**config.mk**
```make
export PLATFORM = sky130hd
export DESIGN_NAME = led_matrix_drv
export DESIGN_NICKNAME = d
export VERILOG_FILES = /design/src/rtl/led_drv_pkg.sv /design/src/rtl/ser_port.sv /design/src/rtl/cfg_regs.sv /design/src/rtl/scan_timer.sv /design/src/rtl/led_matrix_drv.sv
export SDC_FILE = /design/constraint.sdc
export NUM_CORES = 1
export LEC_CHECK = 0
export ABC_AREA = 1
export BUFFER_PORTS_ARGS = -buffer_cell sky130_fd_sc_hd__buf_2
export CORE_UTILIZATION = 55
export CTS_CLUSTER_DIAMETER = 30
export DETAILED_ROUTE_END_ITERATION = 7
export PLACE_DENSITY = 0.74
export SKIP_LAST_GASP = 1
export SLEW_MARGIN = 20
export SYNTH_ARGS = -nofsm -noshare
export SYNTH_HDL_FRONTEND = slang
export SYNTH_SLANG_ARGS = --single-unit
```
**constraint.sdc**
```tcl
create_clock -name clk -period 2.3 [get_ports clk]
set_input_delay 0 -clock clk [delete_from_list [all_inputs] [get_ports clk]]
set_output_delay 0 -clock clk [all_outputs]
set_load 0.005 [all_outputs]
```
**src/rtl/led_drv_pkg.sv**
```systemverilog
package led_drv_pkg;

  localparam int WORD_W  = 16;
  localparam int SEG_W   = 8;
  localparam int LVL_W   = 4;
  localparam int DIGITS  = 8;

  localparam logic [7:0] ADDR_DECODE = 8'h09;
  localparam logic [7:0] ADDR_LEVEL  = 8'h0A;

  // BCD code to segments a..g on bits 0..6; non-decimal codes are dark
  function automatic logic [6:0] bcd_to_7seg(input logic [3:0] code);
    logic [6:0] s;
    unique case (code)
      4'd0: s = 7'b0111111;
      4'd1: s = 7'b0000110;
      4'd2: s = 7'b1011011;
      4'd3: s = 7'b1001111;
      4'd4: s = 7'b1100110;
      4'd5: s = 7'b1101101;
      4'd6: s = 7'b1111101;
      4'd7: s = 7'b0000111;
      4'd8: s = 7'b1111111;
      4'd9: s = 7'b1101111;
      default: s = 7'b0000000;
    endcase
    return s;
  endfunction

  // Segment byte for one digit: raw, or decoded with bit 7 passed through
  function automatic logic [SEG_W-1:0] seg_pattern(input logic [7:0] data,
                                                   input logic       decode);
    return decode ? {data[7], bcd_to_7seg(data[3:0])} : data;
  endfunction

  // Segments are enabled while the slot phase has not passed the level
  function automatic logic pwm_lit(input logic [LVL_W-1:0] phase,
                                   input logic [LVL_W-1:0] level);
    return phase <= level;
  endfunction

endpackage

```
**src/rtl/ser_port.sv**
```systemverilog
module ser_port #(
  parameter int WORD_W = led_drv_pkg::WORD_W
) (
  input  logic              clk,
  input  logic              rst_n,
  input  logic              ser_clk,
  input  logic              ser_din,
  input  logic              ser_load,
  output logic              shift_evt,
  output logic              load_evt,
  output logic [WORD_W-1:0] word,
  output logic              ser_dout
);

  logic [2:0]        clk_s;
  logic [2:0]        ld_s;
  logic [1:0]        din_s;
  logic [WORD_W-1:0] sr;

  always_ff @(posedge clk or negedge rst_n) begin
    if (!rst_n) begin
      clk_s <= '0;
      ld_s  <= '0;
      din_s <= '0;
    end else begin
      clk_s <= {clk_s[1:0], ser_clk};
      ld_s  <= {ld_s[1:0], ser_load};
      din_s <= {din_s[0], ser_din};
    end
  end

  assign shift_evt = clk_s[1] & ~clk_s[2];
  assign load_evt  = ld_s[1] & ~ld_s[2];

  always_ff @(posedge clk or negedge rst_n) begin
    if (!rst_n)         sr <= '0;
    else if (shift_evt) sr <= {sr[WORD_W-2:0], din_s[1]};
  end

  assign word     = sr;
  assign ser_dout = sr[WORD_W-1];

  // applying a word does not disturb the shift register contents
  a_r1_load_keeps_word: assert property (@(posedge clk) disable iff (!rst_n)
    (load_evt && !shift_evt) |=> $stable(word));

  // the chain output only moves on a shift
  a_r2_dout_quiet: assert property (@(posedge clk) disable iff (!rst_n)
    !shift_evt |=> $stable(ser_dout));

endmodule

```
**src/rtl/cfg_regs.sv**
```systemverilog
module cfg_regs
  import led_drv_pkg::*;
#(
  parameter int NUM_DIG = DIGITS
) (
  input  logic                          clk,
  input  logic                          rst_n,
  input  logic                          load_evt,
  input  logic [WORD_W-1:0]             word,
  output logic [NUM_DIG-1:0][SEG_W-1:0] dig_data,
  output logic [NUM_DIG-1:0]            decode_mask,
  output logic [LVL_W-1:0]              level,
  output logic                          addr_known
);

  logic [7:0]         addr;
  logic [7:0]         data;
  logic [NUM_DIG-1:0] dig_match;
  logic               dec_match;
  logic               lvl_match;

  assign addr = word[15:8];
  assign data = word[7:0];

  for (genvar k = 0; k < NUM_DIG; k++) begin : g_digit
    assign dig_match[k] = (addr == 8'(k + 1));
    always_ff @(posedge clk or negedge rst_n) begin
      if (!rst_n)                       dig_data[k] <= '0;
      else if (load_evt && dig_match[k]) dig_data[k] <= data;
    end
  end

  assign dec_match  = (addr == ADDR_DECODE);
  assign lvl_match  = (addr == ADDR_LEVEL);
  assign addr_known = (|dig_match) | dec_match | lvl_match;

  always_ff @(posedge clk or negedge rst_n) begin
    if (!rst_n) begin
      decode_mask <= '0;
      level       <= '0;
    end else if (load_evt) begin
      if (dec_match) decode_mask <= data[NUM_DIG-1:0];
      if (lvl_match) level       <= data[LVL_W-1:0];
    end
  end

  // a load to an unknown address changes nothing
  a_r4_ignore_addr: assert property (@(posedge clk) disable iff (!rst_n)
    (load_evt && !addr_known) |=>
      ($stable(dig_data) && $stable(decode_mask) && $stable(level)));

  // digit bytes only move on a load
  a_r3_digits_hold: assert property (@(posedge clk) disable iff (!rst_n)
    !load_evt |=> $stable(dig_data));

endmodule

```
**src/rtl/scan_timer.sv**
```systemverilog
module scan_timer
  import led_drv_pkg::*;
#(
  parameter int NUM_DIG  = DIGITS,
  parameter int TICK_DIV = 2,
  localparam int DIG_W   = $clog2(NUM_DIG),
  localparam int DIV_W   = (TICK_DIV > 1) ? $clog2(TICK_DIV) : 1
) (
  input  logic             clk,
  input  logic             rst_n,
  output logic [DIG_W-1:0] dig_idx,
  output logic [LVL_W-1:0] phase,
  output logic             slot_end
);

  logic [DIV_W-1:0] div_cnt;
  logic             tick;

  assign tick     = (div_cnt == DIV_W'(TICK_DIV - 1));
  assign slot_end = tick && (phase == '1);

  always_ff @(posedge clk or negedge rst_n) begin
    if (!rst_n) begin
      div_cnt <= '0;
      phase   <= '0;
      dig_idx <= '0;
    end else begin
      div_cnt <= tick ? '0 : div_cnt + 1'b1;
      if (tick) phase <= phase + 1'b1;
      if (slot_end)
        dig_idx <= (dig_idx == DIG_W'(NUM_DIG - 1)) ? '0 : dig_idx + 1'b1;
    end
  end

  // a digit stays selected for its whole slot
  a_r5_hold_digit: assert property (@(posedge clk) disable iff (!rst_n)
    !slot_end |=> $stable(dig_idx));

  // the digit changes at every slot end
  a_r5_advance: assert property (@(posedge clk) disable iff (!rst_n)
    slot_end |=> (dig_idx != $past(dig_idx)));

endmodule

```
**src/rtl/led_matrix_drv.sv**
```systemverilog
module led_matrix_drv
  import led_drv_pkg::*;
#(
  parameter int NUM_DIG  = DIGITS,
  parameter int TICK_DIV = 2,
  localparam int DIG_W   = $clog2(NUM_DIG)
) (
  input  logic               clk,
  input  logic               rst_n,
  input  logic               ser_clk,
  input  logic               ser_din,
  input  logic               ser_load,
  output logic               ser_dout,
  output logic [NUM_DIG-1:0] digit_n,
  output logic [SEG_W-1:0]   seg
);

  logic                          shift_evt;
  logic                          load_evt;
  logic [WORD_W-1:0]             word;
  logic [NUM_DIG-1:0][SEG_W-1:0] dig_data;
  logic [NUM_DIG-1:0]            decode_mask;
  logic [LVL_W-1:0]              level;
  logic                          addr_known;
  logic [DIG_W-1:0]              dig_idx;
  logic [LVL_W-1:0]              phase;
  logic                          slot_end;

  ser_port #(.WORD_W(WORD_W)) u_port (
    .clk, .rst_n, .ser_clk, .ser_din, .ser_load,
    .shift_evt, .load_evt, .word, .ser_dout
  );

  cfg_regs #(.NUM_DIG(NUM_DIG)) u_regs (
    .clk, .rst_n, .load_evt, .word,
    .dig_data, .decode_mask, .level, .addr_known
  );

  scan_timer #(.NUM_DIG(NUM_DIG), .TICK_DIV(TICK_DIV)) u_scan (
    .clk, .rst_n, .dig_idx, .phase, .slot_end
  );

  // Named internal events for the checks below
  logic [SEG_W-1:0] cur_data;
  logic             cur_decode;
  logic             lit;
  logic             bad_code;
  logic [SEG_W-1:0] seg_d;

  assign cur_data   = dig_data[dig_idx];
  assign cur_decode = decode_mask[dig_idx];
  assign lit        = pwm_lit(phase, level);
  assign bad_code   = cur_decode && (cur_data[3:0] > 4'd9);
  assign seg_d      = lit ? seg_pattern(cur_data, cur_decode) : '0;

  always_ff @(posedge clk or negedge rst_n) begin
    if (!rst_n) begin
      digit_n <= '1;
      seg     <= '0;
    end else begin
      digit_n <= ~(NUM_DIG'(1) << dig_idx);
      seg     <= seg_d;
    end
  end

  // never more than one digit line low
  a_r5_one_digit: assert property (@(posedge clk) disable iff (!rst_n)
    $onehot0(~digit_n));

  // segments dark once the phase passes the intensity
  a_r8_pwm_blank: assert property (@(posedge clk) disable iff (!rst_n)
    !lit |=> (seg == '0));

  // non-decimal codes light no numeral segment
  a_r7_bad_code_dark: assert property (@(posedge clk) disable iff (!rst_n)
    bad_code |=> (seg[6:0] == 7'd0));

endmodule

```
# Word-level counts from Yosys, hierarchy flattened
# Memory sizes are Yosys's and may differ from the RTL's.
# Cells that the tools add are included.
[word_totals] ff_bits=124 latch_bits=0 mem_bits_rw=0 rom_bits=112 out_inout_bits=17 wordCells=62 n_memories=1
[op_classes] add_sub_neg=3 mul=0 n_div=0 order_cmp=2 eq_ne=12 shifts=1 n_mux=8 n_bitwise=5 reduce_logical=11
[mem_list] memory="(name not given)" depth=16 word_bits=7 read_ports=1 rd_clocked_by_memory_dff=0 write_ports=0 line_no="led_drv_pkg.sv:14" rtl="unique case (code)"
[op_table] cell="8-bit by 3-bit == test with 1-bit output (second input constant)" count=4
[op_table] cell="8-bit binary-select mux with 3-bit select" count=1
[op_table] cell="8-bit by 4-bit == test with 1-bit output (second input constant)" count=3
[op_table] cell="8-bit by 2-bit == test with 1-bit output (second input constant)" count=2
[op_table] cell="8-bit 2-to-1 mux" count=2
[op_table] cell="1-bit logical AND" count=9
[op_table] cell="8-bit by 1-bit == test with 1-bit output (second input constant)" count=1
[op_table] cell="8-bit NOT" count=1
[op_table] cell="1-bit by 3-bit << shifter with 8-bit output (first input constant)" count=1
[op_table] cell="7-bit 2-to-1 mux" count=1
[op_table] cell="4-bit by 1-bit adder with 4-bit output (second input constant)" count=1
[op_table] cell="4-bit == test (second input constant)" count=1
[op_table] cell="4-bit <= comparator" count=1
[op_table] cell="3-bit by 4-bit < comparator with 1-bit output (second input constant)" count=1
[op_table] cell="2-bit AND reduction" count=2
[op_table] cell="3-bit by 1-bit adder with 3-bit output (second input constant)" count=1
[op_table] cell="1-bit binary-select mux with 3-bit select" count=1
[op_table] cell="3-bit == test (second input constant)" count=1
[op_table] cell="3-bit 2-to-1 mux" count=1
[op_table] cell="1-bit bitwise AND" count=2
[op_table] cell="1-bit 2-to-1 mux" count=2
[op_table] cell="1-bit NOT" count=2
[op_table] cell="1-bit adder (second input constant)" count=1

# Logic depth before layout (Yosys ltp)
# Gate-level depths: netlist (run 1).
# An unclocked memory read counts as a cell.
[depth] ltp_word=5 mapped_depth=15 depth_no_buf=12

# Cells and area by module
# From an unflattened synthesis (run 1), not the netlist that was laid out.
[unflattened] cells_unflattened=718 hier_area_um2=5995.8
[by_module_without_submodules] mod="cfg_regs" instances=1 cells_per_inst=365 area_each_um2=3271.9 seq_area_each_um2=1901.8
[by_module_without_submodules] mod="led_matrix_drv" instances=1 cells_per_inst=234 area_each_um2=1473.9 seq_area_each_um2=410.4
[by_module_without_submodules] mod="ser_port" instances=1 cells_per_inst=82 area_each_um2=889.6 seq_area_each_um2=600.6
[by_module_without_submodules] mod="scan_timer" instances=1 cells_per_inst=37 area_each_um2=360.3 seq_area_each_um2=200.2

# Worst setup path after synthesis (run 1)
# Ideal clock, no wire load.
[synth_timing] kind="reg-to-reg" startpoint="register u_scan.dig_idx[0]" endpoint="register seg[3]" setup_time_ns=0.078 arrival_ns=2.037 required_time_ns=2.222 slack_ns=0.185 path_stages_with_launch=14 path_buffers=2 period_less_slack_ns=2.115 cell_sequence="dfrtp_1 -> buf_6 -> inv_2 -> buf_4 -> nor2_1 -> o22ai_1 -> inv_1 -> o21ai_0 -> inv_1 -> ha_1 -> nand3_1 -> nand3_1 -> nand3_1 -> a21oi_1"
[synth_between] elab_chain_cells=5 elab_cells_between_ends=7 cone_classes="mux: 6; memory: 1"
[synth_rtl] item="from (decl)" line_no="scan_timer.sv:11" rtl="output logic [DIG_W-1:0] dig_idx,"
[synth_rtl] item="from (signal assigned)" line_no="scan_timer.sv:31" rtl="dig_idx <= (dig_idx == DIG_W'(NUM_DIG - 1)) ? '0 : dig_idx + 1'b1;"
[synth_rtl] item="8-bit binary-select mux with 3-bit select" line_no="led_matrix_drv.sv:50" rtl="assign cur_data = dig_data[dig_idx];"
[synth_rtl] item="8-bit 2-to-1 mux (not written as such)" line_no="led_matrix_drv.sv:50"
[synth_rtl] item="memory read 16 x 7 bit"
[synth_rtl] item="7-bit 2-to-1 mux *" line_no="led_drv_pkg.sv:33" rtl="return decode ? {data[7], bcd_to_7seg(data[3:0])} : data;"
[synth_rtl] item="8-bit 2-to-1 mux *" line_no="led_matrix_drv.sv:54" rtl="assign seg_d = lit ? seg_pattern(cur_data, cur_decode) : '0;"
[synth_rtl] item="named net seg_d[3]" line_no="led_matrix_drv.sv:48" rtl="logic [SEG_W-1:0] seg_d;"
[synth_rtl] item="to (signal assigned)" line_no="led_matrix_drv.sv:62" rtl="seg <= seg_d;"
[synth_rtl] item="to (decl)" line_no="led_matrix_drv.sv:15" rtl="output logic [SEG_W-1:0] seg"
# The timed path passes the listed nets; every way through them passes the cells marked *. The select of a mux whose other input is x is not followed.
# A chain may end at the register's enable or synchronous reset.

# Worst setup path in the final report (run 1)
# Same ends and word-level chain as after synthesis.

==> results of run 1 <==
-- synthesized netlist by cell type, drive strengths merged --
cell	number	share of area
clkbuf	14	0.0095
nand3	32	0.029
xor2	2	0.0032
dfstp	8	0.038
o221ai	2	0.0032
buf	15	0.018
nor2	36	0.026
nor4	3	0.0089
inv	52	0.035
nand4	4	0.0045
dfrtp	116	0.53
clkinv	1	0.00068
a32oi	1	0.0016
nand2	183	0.13
o21ai	119	0.11
a22oi	1	0.0014
o22ai	4	0.0045
xnor2	1	0.0016
ha	17	0.039
a21oi	13	0.012
mux2	1	0.0020
-- worst max-delay path: stages, from the launching register on --
cell,delay (ns)
dfrtp_1,0.40
inv_2,0.22
o21ai_0,0.12
o22ai_1,0.13
inv_1,0.06
o21ai_0,0.21
inv_1,0.12
ha_1,0.29
nand3_1,0.11
nand3_1,0.11
nand3_1,0.07
a21oi_1,0.13
-- worst min-delay path by stage --
| stage | cells past startpoint | startpoint | to | slack [ns] |
|---|---|---|---|---|
| 2_1_floorplan | 0 | rst_n | seg[0] | -0.30 |
| 3_3_place_gp | 1 | rst_n | u_regs.dig_data[30] | -0.02 |
| 3_5_place_dp | 1 | rst_n | u_regs.dig_data[15] | -0.01 |
| 4_1_cts | 2 | rst_n | digit_n[1] | 0.04 |
| 5_1_grt | 2 | rst_n | digit_n[1] | 0.06 |
| 6_report | 2 | rst_n | digit_n[1] | 0.06 |
-- kinds of logic after synthesis --
kind of cell | count (synthesis) | synth area share
AOI/OAI and AO/OA | 140 | 0.131
adders and majority gates | 17 | 0.0386
buffers and inverters | 82 | 0.0641
xor gates and xnor gates | 3 | 0.00477
and+or+nand+nor | 258 | 0.194
muxes | 1 | 0.00205
DFF | 124 | 0.566
-- area by class of cell --
class,count,share of cell area
Tap cell,133,0.0258
Clock buffer,20,0.0690
Sequential cell,124,0.482
Timing Repair Buffer,42,0.0465
Inverter,53,0.0308
Multi-Input combinational cell,419,0.316
Clock inverter,12,0.0299
-- sequential cells by signal, summed over array words and instances (netlist names) --
register / count
u_regs.dig_data: 64
u_scan.phase: 4
u_scan.dig_idx: 3
u_port.clk_s: 3
u_scan.div_cnt: 1
u_port.din_s: 2
seg: 8
u_regs.level: 4
u_port.ld_s: 3
u_port.word: 16
digit_n: 8
u_regs.decode_mask: 8
-- where the power goes --
part           switching (mW)  leakage (nW)  total [mW]  internal, mW
Combinational           0.599          1.11       0.888         0.289
Sequential              0.164          1.65        2.60          2.44
Clock                   0.931         0.307        2.85          1.92
Total                    1.69          3.07        6.34          4.64
-- metal layers --
metal | GRT usage | vias to the layer above | wire, microns
met5 | 0 | - | 0
met4 | 0.131 | 0 | 423
met3 | 0.0622 | 36 | 684
met2 | 0.395 | 167 | 5570
met1 | 0.332 | 2061 | 5330
li1 | - | 2083 | -
==> summary.md, run 1 <==
| Metric | Value |
|---|---|
| Dpl cells | `766` |
| H-tree levels | `4` |
| Pin count of the biggest net entering global routing | `61` |
| Starting density of the core | `0.566` |
| TritonRoute pass-1 iters | `5` |
| Port-buffer cells | `21` |
| Num rows | `36` |
| Critical path required time | `2.75 ns` |
| Distinct cells, synth | `28` |
| Root Buffer | `clkbuf_8` |
| Drc violations | `0` |
| Layout Utilization | `0.663` |
| Setup Buffers After CTS | `0` |
| Sequential share of the synthesized area | `0.566` |
| Area of the die | `10400 sq um` |
| Post-DP HPWL | `7.85 mm` |
| Power Dens Cells | `982 nW/um^2` |
| First-pass GRT wire length | `19.9 mm` |
| R2r setup slk | `0.24 ns` |
| CTS max path bufs | `2` |
| IR drop worst, VDD | `0.468 mV` |
| Gate Count Post-Synth | `625` |
| DR iter-0 viols | `434` |
| Initial antenna violation count | `0` |
| Worst reg2reg path startpoint | `u_scan.dig_idx[0]` |
| Fin. Hold Viols | `0` |
| CTS Buf Count | `17` |
| CTS tree | `done` |
| Setup crit end kind | `register` |
| NumNets Final | `679` |
| Syn_nets | `647` |
| CORE AREA | `9730 sq um` |
| Crit path DAT | `2.50 ns` |
| Finish-stage setup viols | `0` |
| Overall Power | `6.34 mW` |
| Footprint of the multi-input gates | `2040 sq um` |
| Vias | `4347` |
| Setup crit start | `u_scan.dig_idx[0]` |
| Placer Congestion | `0.893` |
| Max Fanout on Critical Path | `18` |
| FMAX | `486 MHz` |
| Register area | `3110 sq um` |
| FF+latch count, synth | `124` |
| Non-filler cells, final | `803` |
| Most frequent cells in the layout | `nand2_1 (181), o21ai_0 (118), dfrtp_1 (116)` |
| Startpoint types | `register` |
| Worst-path clk slew | `0.06 ns` |
| Worst Hold Slack | `0.0556 ns` |
| ANT nets after route | `0` |
| RR Endpoint | `seg[3]` |
| Total Wirelength | `12.0 mm` |
| Area delta synth->final | `17.3%` |
| Unrepaired setup endpoints after global routing | `false` |
| Period utilization | `0.894` |
| Clock Sinks | `124` |
| Max Cap Viol | `0` |
| WL per Instance | `14.9 microns` |
| Setup TNS | `0 ns` |
| Gr ovfl total | `0` |
| Gr usage total | `0.254` |
| Fill count | `748` |
| CP Class | `register to register` |
| Cells on worst reg2reg path | `11` |
| Final Max Slew Viols | `0` |
| Pre-CTS setup slack | `0.290 ns` |
| Slew Limit Headroom | `0.583` |
| Design Area, Final | `6450 sq um` |
| Mapped Avg Cell Area | `8.81 sq um` |
| Final worst slack | `0.244 ns` |
| Die X | `102 microns` |
| Synth warn | `0` |
| Diode count | `0` |
| Min-delay worst type | `input pin to async pin` |
| Layout cell share with drive strength beyond 1 | `0.125` |
| Final min period | `2.06 ns` |
| Vias in the first global route | `4127` |
| Number of cells upsized or downsized after cts | `0` |
| Post-Syn Area | `5500 sq um` |
| Worst Max-Slew Pin Slew | `0.625 ns` |
| End of the critical path | `seg[3]` |
| Chip Height | `102 microns` |
| Final clock skew | `0.00828 ns` |
| Clk_lat worst skew | `0.52 ns` |
| Outcome | `finished, final reports clean` |
| Commonest non-fill, non-tap cell in the layout | `nand2_1` |
| I/O pins | `22` |
| Drt via density | `5.41` |
| CTS Hold Bufs | `5` |
| Dpl cell area | `5760 sq um` |
| Leak Pwr | `3.07 nW` |
Power figures use the tool's default switching activity.
==> run 2, diff against run 1 <==
Settings changed: CORE_UTILIZATION 55 to 58, CTS_BUF_LIST set to sky130_fd_sc_hd__clkbuf_8, PLACE_DENSITY 0.74 to 0.77, RECOVER_POWER set to 50, SYNTH_HIERARCHICAL set to 1.
==> run 2 against run 1 <==
Net effect: power fell by 12%; die area rose by 2.8%; sequential share of layout area fell by 1.2 points; count of clock-buffer cells in the layout did not move; fmax fell by 2.9%; via count rose by 13%; global-route usage rose by 3.9 points; register-to-register slack got worse by 0.06 ns; wire length rose by 17%; sequential cell count did not move.
==> summary.md, run 2 <==
| Metric | Value |
|---|---|
| Cells on worst reg2reg path | `12 (was 11)` |
| RR Endpoint | `seg[3] (unchanged)` |
| Post-DP HPWL | `9.52 mm (was 7.85 mm)` |
| Synth warn | `6 (was 0)` |
| Power Dens Cells | `845 nW/um^2 (was 982 nW/um^2)` |
| Non-filler cells, final | `890 (was 803)` |
| Initial antenna violation count | `0 (unchanged)` |
| Vias in the first global route | `4532 (was 4127)` |
| Vias | `4925 (was 4347)` |
| Root Buffer | `clkbuf_8 (unchanged)` |
| Period utilization | `0.920 (was 0.894)` |
| Min-delay worst type | `input pin to register (was input pin to async pin)` |
| Dpl cells | `851 (was 766)` |
| WHS Path Cells | `2` |
| TritonRoute pass-1 iters | `5 (unchanged)` |
| Startpoint types | `register (unchanged)` |
| CP most frequent cell | `nand3_1 (unchanged)` |
| Starting density of the core | `0.605 (was 0.566)` |
| Final min period | `2.12 ns (was 2.06 ns)` |
| Commonest non-fill, non-tap cell in the layout | `nand2_1 (unchanged)` |
| Setup crit end kind | `register (unchanged)` |
| Port-buffer cells | `21 (unchanged)` |
| Pin count of the biggest net entering global routing | `51 (was 61)` |
| Placer Congestion | `0.922 (was 0.893)` |
| Largest register FFs | `64 (unchanged)` |
| Drc violations | `0 (unchanged)` |
| Fin. Hold Viols | `0 (unchanged)` |
| CP peak stage delay | `0.46 ns (was 0.40 ns)` |
| Worst-path clk slew | `0.07 ns (was 0.06 ns)` |
| Layout cell share with drive strength beyond 1 | `0.153 (was 0.125)` |
| Fill count | `787 (was 748)` |
| Layout Utilization | `0.671 (was 0.663)` |
| Final clock skew | `0.00704 ns (was 0.00828 ns)` |
| Critical Path Slowest Stage Cell | `dfrtp_1 (unchanged)` |
| Footprint of the multi-input gates | `2530 sq um (was 2040 sq um)` |
| Max Cap Viol | `0 (unchanged)` |
| Register area | `3110 sq um (about the same)` |
| Num rows | `36 (unchanged)` |
| CP Class | `register to register (unchanged)` |
| ANT nets after route | `0 (unchanged)` |
| First-pass GRT wire length | `22.8 mm (was 19.9 mm)` |
| Min-delay src | `ser_din` |
| WL per Instance | `15.8 microns (was 14.9 microns)` |
| Slew Limit Headroom | `0.139 (was 0.583)` |
| Outcome | `finished, final reports clean (unchanged)` |
| Area delta synth->final | `10.9% (was 17.3%)` |
| Leak Pwr | `3.54 nW (was 3.07 nW)` |
| CTS tree | `done (unchanged)` |
| Post-Syn Area | `5970 sq um (was 5500 sq um)` |
| Design Area, Final | `6620 sq um (was 6450 sq um)` |
| Gr usage total | `0.294 (was 0.254)` |
| Chip Height | `103 microns (was 102 microns)` |
| Syn_nets | `729 (was 647)` |
| Gr ovfl total | `0 (unchanged)` |
| Diode count | `0 (unchanged)` |
| CTS max path bufs | `2 (unchanged)` |
| Total Wirelength | `14.1 mm (was 12.0 mm)` |
| Worst Hold End | `u_port/din_s[0]` |
| H-tree levels | `4 (unchanged)` |
| Buf/Inv on CP | `2 (was 3)` |
| Top reg by flops | `u_regs/dig_data (was u_regs.dig_data)` |
| CP Cell Sequence | `buf_4 -> nor2_4 -> a22oi_1 -> nand3_1 -> nand2_1 -> nand2_2 -> inv_1 -> ha_1 -> nand3_1 -> nand3_1 -> nand3_1 -> a21oi_1 (was inv_2 -> o21ai_0 -> o22ai_1 -> inv_1 -> o21ai_0 -> inv_1 -> ha_1 -> nand3_1 -> nand3_1 -> nand3_1 -> a21oi_1)` |
| CP delay by family, top | `simple AND/OR/NAND/NOR gates (was compound AO/OA/AOI/OAI gates)` |
| Die X | `103 microns (was 102 microns)` |
| Final Max Slew Viols | `0 (unchanged)` |
| Worst reg2reg path startpoint | `u_scan/dig_idx[1] (was u_scan.dig_idx[0])` |
| Max Fanout on Critical Path | `7 (was 18)` |
| Clock Sinks | `124 (unchanged)` |
| Crit path DAT | `2.40 ns (was 2.50 ns)` |
| Gate Count Post-Synth | `711 (was 625)` |
| IR drop worst, VDD | `0.606 mV (was 0.468 mV)` |
| Clk_lat worst skew | `0.43 ns (was 0.52 ns)` |
| Finish-stage setup viols | `0 (unchanged)` |
| FMAX | `472 MHz (was 486 MHz)` |
| NumNets Final | `762 (was 679)` |
| Area of the die | `10700 sq um (was 10400 sq um)` |
| Drt via density | `5.53 (was 5.41)` |
| I/O pins | `22 (unchanged)` |
| CORE AREA | `9860 sq um (was 9730 sq um)` |
| R2r setup slk | `0.18 ns (was 0.24 ns)` |
| CTS Buf Count | `17 (unchanged)` |
| DR iter-0 viols | `308 (was 434)` |
| Setup TNS | `0 ns (unchanged)` |
| Dpl cell area | `6160 sq um (was 5760 sq um)` |
| Mapped Avg Cell Area | `8.39 sq um (was 8.81 sq um)` |
| Most frequent cells in the layout | `nand2_1 (291), dfrtp_1 (115), nand3_1 (82) (was nand2_1 (181), o21ai_0 (118), dfrtp_1 (116))` |
| Critical path required time | `2.59 ns (was 2.75 ns)` |
| Worst Max-Slew Pin Slew | `1.29 ns (was 0.625 ns)` |
-- run 2: cell types whose count changed in the layout (fill, tap and decap cells not counted), sizes merged, moves of 13 or more --
cell   previous run  this run
buf              38        25
inv              52        35
nand2           183       307
nand3            32        84
nor2             36        56
o21ai           119        35
-- run 2: metrics by stage --
step	setup slack [ns]	power, mW	hold WS, ns
final	0.183	5.60	0.209
after global routing	-0.0254	5.85	0.187
after CTS	0.0786	5.61	0.161
after detailed placement	0.0892	3.62	0.0701
after global placement	0.201	3.57	0.0637
after floorplan	0.417	3.34	-0.296
-- run 2: worst max-delay path by stage --
| stage | startpoint | to | slack, ns | cells past startpoint |
|---|---|---|---|---|
| detailed placement | u_scan/dig_idx[0] | seg[3] | 0.09 | 12 |
| finish | u_scan/dig_idx[1] | seg[3] | 0.18 | 12 |
| floorplan | u_scan/dig_idx[1] | seg[3] | 0.42 | 13 |
| CTS | u_scan/dig_idx[0] | seg[3] | 0.08 | 12 |
| global route | u_scan/dig_idx[1] | seg[3] | -0.03 | 12 |
| global placement | u_scan/dig_idx[0] | seg[3] | 0.20 | 12 |
-- run 2: per-layer routing --
layer	up-vias	global-route usage	wire [microns]
met5	-	0	0
met1	2318	0.383	5860
li1	2346	-	-
met2	213	0.456	6680
met3	48	0.0719	980
met4	0	0.154	580
-- run 2: cell type report --
type,count,share of cell area
flip-flops and latches,124,0.471
multi-input cells,525,0.383
well taps,133,0.0251
repair buffers,41,0.0372
clock inverters,12,0.0219
clock buffers,20,0.0416
inverters,35,0.0210
-- run 2: what timing repair did --
action / 4_1_cts / 5_1_grt
setup buffers: 0 / 3
hold buffers: 4 / 0
endpoints found under the setup margin: 0 / 5
hold endpoints to repair: 49 / 0
resized for setup: 0 / 2
-- run 2: where the power goes --
part / internal [mW] / switching, mW / leakage [nW] / total [mW]
clock: 1.15 / 0.842 / 0.212 / 1.99
combinational: 0.266 / 0.682 / 1.67 / 0.948
sequential: 2.38 / 0.275 / 1.66 / 2.66
total: 3.80 / 1.80 / 3.54 / 5.60
